**src/rtl/vsc_pkg.sv**
```systemverilog
package vsc_pkg;
  localparam int LAYERS = 4;
  localparam int BANKS  = 4;
  localparam int SLOTS  = 8;
  localparam int CODE_W = 4;
  localparam int POS_W  = $clog2(BANKS * SLOTS);
  localparam int CNT_W  = $clog2(BANKS * SLOTS) + 1;
  localparam int PER_W  = $clog2(BANKS) + 1;
  localparam int DEP_W  = 3;
  localparam int RED_W  = 2;
  localparam int ERR_W  = 4;

  // pattern-name reads needed per reduction setting, 0 = unsupported
  function automatic logic [2:0] pn_need(input logic [RED_W-1:0] red);
    case (red)
      2'd0: return 3'd1;
      2'd1: return 3'd2;
      2'd2: return 3'd4;
      default: return 3'd0;
    endcase
  endfunction

  // character reads needed for a depth/reduction pair, 0 = unsupported
  function automatic logic [3:0] cp_need(input logic [DEP_W-1:0] dep,
                                         input logic [RED_W-1:0] red);
    logic [3:0] base;
    case (dep)
      3'd0: base = 4'd1;
      3'd1: base = 4'd2;
      3'd2, 3'd3: base = 4'd4;
      3'd4: base = 4'd8;
      default: base = 4'd0;
    endcase
    if (red == 2'd3) return 4'd0;
    if (red != 2'd0 && dep > 3'd1) return 4'd0;
    if (red == 2'd2 && dep == 3'd1) return 4'd0;
    return base << red;
  endfunction

  // allowed character slots for a pattern-name slot
  function automatic logic [SLOTS-1:0] win_mask(input logic hr, input logic big,
                                                input logic [2:0] p);
    if (!hr) begin
      case (p)
        3'd0: return 8'hF7;
        3'd1: return 8'hEF;
        3'd2: return 8'hCF;
        3'd3: return 8'h8F;
        3'd4: return 8'h0F;
        3'd5: return 8'h0E;
        3'd6: return 8'h0C;
        default: return 8'h08;
      endcase
    end
    case (p)
      3'd0: return 8'h07;
      3'd1: return 8'h0E;
      3'd2: return big ? 8'h0C : 8'h0D;
      3'd3: return big ? 8'h08 : 8'h0B;
      default: return 8'h00;
    endcase
  endfunction
endpackage

```
**src/rtl/vsc_layer_judge.sv**
```systemverilog
module vsc_layer_judge
  import vsc_pkg::*;
(
  input  logic [CNT_W-1:0]   pn_cnt,
  input  logic [SLOTS-1:0]   pn_mask,
  input  logic [BANKS-1:0]   pn_bank,
  input  logic [SLOTS*3-1:0] cp_cnt,
  input  logic [DEP_W-1:0]   dep,
  input  logic [RED_W-1:0]   red,
  input  logic               big,
  input  logic               hires,
  input  logic               exempt,
  output logic [ERR_W-1:0]   flags
);
  logic [2:0]       need_pn;
  logic [3:0]       need_cp, grp;
  logic [CNT_W-1:0] total, inwin;
  logic [SLOTS-1:0] w;
  logic             cfg_e, cnt_e, bank_e, win_e;

  always_comb begin
    need_pn = pn_need(red);
    need_cp = cp_need(dep, red);
    grp     = cp_need(dep, 2'd0);
    total   = '0;
    for (int t = 0; t < SLOTS; t++) total = total + CNT_W'(cp_cnt[t*3 +: 3]);
    cfg_e  = (need_cp == 4'd0) || (need_pn == 3'd0);
    cnt_e  = !cfg_e && ((pn_cnt != CNT_W'(need_pn)) || (total != CNT_W'(need_cp)));
    // A0/B0 share one group, A1/B1 the other
    bank_e = (pn_bank[0] && pn_bank[2]) || (pn_bank[1] && pn_bank[3]);
    win_e  = 1'b0;
    w      = '0;
    inwin  = '0;
    if (!cfg_e && !exempt) begin
      for (int p = 0; p < SLOTS; p++) begin
        if (pn_mask[p]) begin
          w     = win_mask(hires, big, 3'(p));
          inwin = '0;
          for (int t = 0; t < SLOTS; t++)
            if (w[t]) inwin = inwin + CNT_W'(cp_cnt[t*3 +: 3]);
          if (red == 2'd0) begin
            if (inwin != total) win_e = 1'b1;
          end else if (inwin < CNT_W'(grp)) begin
            win_e = 1'b1;
          end
        end
      end
    end
    flags = {cfg_e, win_e, bank_e, cnt_e};
  end
endmodule

```
**config.mk**
```make
export PLATFORM = sky130hd
export DESIGN_NAME = vsc_layer_judge
export DESIGN_NICKNAME = d
export VERILOG_FILES = /design/src/rtl/vsc_pkg.sv /design/src/rtl/vsc_layer_judge.sv
export SDC_FILE = /design/constraint.sdc
export NUM_CORES = 1
export LEC_CHECK = 0
export BUFFER_PORTS_ARGS = -buffer_cell sky130_fd_sc_hd__buf_2
export CAP_MARGIN = 15
export CORE_MARGIN = 1
export CORE_UTILIZATION = 39
export DETAILED_ROUTE_END_ITERATION = 10
export PLACE_DENSITY_LB_ADDON = 0.15
export SLEW_MARGIN = 20
export SYNTH_ARGS = -nofsm -noshare
export SYNTH_HDL_FRONTEND = slang
export SYNTH_SLANG_ARGS = --single-unit
```
**constraint.sdc**
```tcl
create_clock -name vclk -period 51.5
set_input_delay 15.45 -clock vclk [all_inputs]
set_output_delay 15.45 -clock vclk [all_outputs]
set_load 0.01 [all_outputs]
```
==> metrics.txt <==
Final ANT Viol Nets 0; Pwr per Cell Area 40.4 nW/um^2; Tot Pwr 0.277 mW; Post-DP HPWL 15.1 mm; ratio of cells with drive above 1 in the final layout 0.102; n_diodes 0; fin util 0.428; gpl congestion 0.816; DRT iter0 DRCs 264; multi-input logic area 5950 sq um; DR vias/cell 5.46; Core Rows 46; simple logic cell fraction of the synthesized area 0.193; Post-route DRC 0; Congestion Overflow GR 0; antenna violations before repair 0; setup repair bufs after CTS 0; Synth Area in Adders 0.333; CTS hold repair buffers 0; Compound-Gate Fraction of Synth Area 0.234; CP max FO 47; Nets 1078; critical path required time 36.05 ns; area delta synth->final 6.31%; minimum clock period 37.07 ns; Final setup viols 0; global-route wire length before repair 29.4 mm; Max Fclk 0.0270 GHz; Ys Warns 0; DIE AREA 17100 sq um; LEAKAGE 3.24 nW; post-synthesis sequential area ratio 0; Cell Area, Synth 6460 sq um; Die Y 131 um; via count 5986; actual slew at the worst max-slew pin 1.15 ns; Peak VDD IR 30.2 uV; Synth Instances 857; vias in the first global route 5592; Hold Vio Cnt, Final 0; RSZ-0062 raised after global routing false; final instance area 6870 sq um; main combinational cell family by area after synthesis adder cells; fin. max-slew vios 0; Initial Util 0.403; IO Count 54; Worst setup SP type input port; Fillers 1700; total routed wirelength 18.7 mm; worst min path class input port to primary output; CP arrival 21.62 ns; hold slack final 31.19 ns; kind of critical path input port to primary output; post-synthesis xor/xnor area fraction 0.134; clkbuf count 0; Post-Syn Nets 1053; register area 0 sq um; die width 131 um; Tcrit/Tclk final 0.720; PortBufs 54; outcome complete, no violations; WL/cell 17.0 um; All-Layer GR Usage 0.223; endpoint class of the critical path primary output; pin count of the biggest net entering global routing 68; Distinct cells, synth 75; Mapped Avg Cell Area 7.54 sq um; core box area 16100 sq um; MaxCap Viol Count 0; Seq cells 0; slew margin rel. 0.228; dpl cell area 6870 sq um; mux contribution to synthesized area 0.0256; First-pass DRT Iterations 4; post-CTS sizing 0; setup TNS 0 ns
[logic make-up after synthesis]
family / after synthesis
AOI/OAI and AO/OA: 232
buffers and inverters: 131
xor gates and xnor gates: 93
muxes: 16
adders and majority gates: 147
and+or+nand+nor: 238
[per-layer routing]
| metal | GRT usage | vias up | part of all wire |
|---|---|---|---|
| met1 | 0.321 | 2790 | 0.50 |
| met5 | 0 | - | 0 |
| met2 | 0.380 | 125 | 0.45 |
| met4 | 0.0277 | 0 | 0.011 |
| li1 | - | 3061 | - |
| met3 | 0.00529 | 10 | 0.036 |
[cell usage in the layout (no fill, tap or decap), types with 3 or more instances in the layout]
| cell | instances |
|---|---|
| a2111oi_0 | 3 |
| a211o_1 | 4 |
| a211oi_1 | 5 |
| a21boi_0 | 7 |
| a21o_1 | 38 |
| a21oi_1 | 69 |
| a21oi_2 | 5 |
| a22oi_1 | 3 |
| a31oi_1 | 8 |
| and2_1 | 8 |
| and3_1 | 7 |
| buf_2 | 53 |
| fa_1 | 42 |
| ha_1 | 104 |
| inv_1 | 97 |
| mux2_2 | 4 |
| mux2i_1 | 12 |
| nand2_1 | 40 |
| nand2b_1 | 9 |
| nand3_1 | 13 |
| nand4_1 | 10 |
| nand4b_1 | 3 |
| nor2_1 | 65 |
| nor2b_1 | 25 |
| nor3_1 | 15 |
| nor3_2 | 4 |
| nor3b_1 | 3 |
| nor4_1 | 11 |
| o211ai_1 | 7 |
| o21a_1 | 3 |
| o21ai_0 | 43 |
| o22ai_1 | 9 |
| o31ai_1 | 4 |
| or2_2 | 6 |
| or3_1 | 6 |
| xnor2_1 | 49 |
| xor2_1 | 38 |
| xor2_2 | 3 |
[stage by stage]
step	setup WS, ns	instances
floorplan	13.81	857
global placement	14.45	1096
detailed placement	14.43	1096
CTS	14.42	1096
global route	13.91	1096
finish	14.43	1096
[path summary, 6_finish.rpt]
path	to	depth (start not counted)	startpoint	slack, ns
max	flags[2]	26	hires	14.43
min	flags[1]	3	pn_bank[3]	31.19
[power by group]
group,total (mW),leakage [nW],internal [mW],switching (mW)
clock,0,0,0,0
combinational,0.277,3.24,0.117,0.160
sequential,0,0,0,0
total,0.277,3.24,0.117,0.160
[Yosys cell counts (10+ instances only)]
| library cell | instances | area (sq um) |
|---|---|---|
| ha_1 | 104 | 1300 |
| inv_1 | 97 | 364 |
| a21oi_1 | 69 | 345 |
| nor2_1 | 65 | 244 |
| xnor2_1 | 49 | 429 |
| o21ai_0 | 43 | 215 |
| fa_1 | 42 | 841 |
| nand2_1 | 40 | 150 |
| a21o_1 | 38 | 285 |
| xor2_1 | 38 | 333 |
| nor2b_1 | 25 | 156 |
| clkbuf_1 | 16 | 60.1 |
| nor3_1 | 16 | 80.1 |
| nand3_1 | 13 | 65.1 |
| mux2i_1 | 12 | 120 |
| nor4_1 | 11 | 68.8 |
| nand4_1 | 10 | 62.6 |
[worst max-delay path, stage by stage]
cell,delay (ns)
buf_4,0.40
nor2b_1,0.10
ha_1,0.23
fa_1,0.51
inv_1,0.07
fa_1,0.50
inv_1,0.07
fa_1,0.55
inv_1,0.07
fa_1,0.45
a21oi_1,0.20
inv_1,0.08
fa_1,0.44
a21oi_1,0.21
inv_1,0.08
fa_1,0.44
nor2b_1,0.11
o21ai_0,0.12
mux2_2,0.33
o22ai_1,0.17
xnor2_1,0.20
xor2_1,0.21
nand4_1,0.11
mux2i_1,0.21
o211ai_2,0.11
buf_2,0.17
[layout make-up]
class                           count  share of cell area
Multi-Input combinational cell    726               0.866
Inverter                           99              0.0541
Timing Repair Buffer               55              0.0408
Tap cell                          216              0.0393
Power figures use the tool's default switching activity.
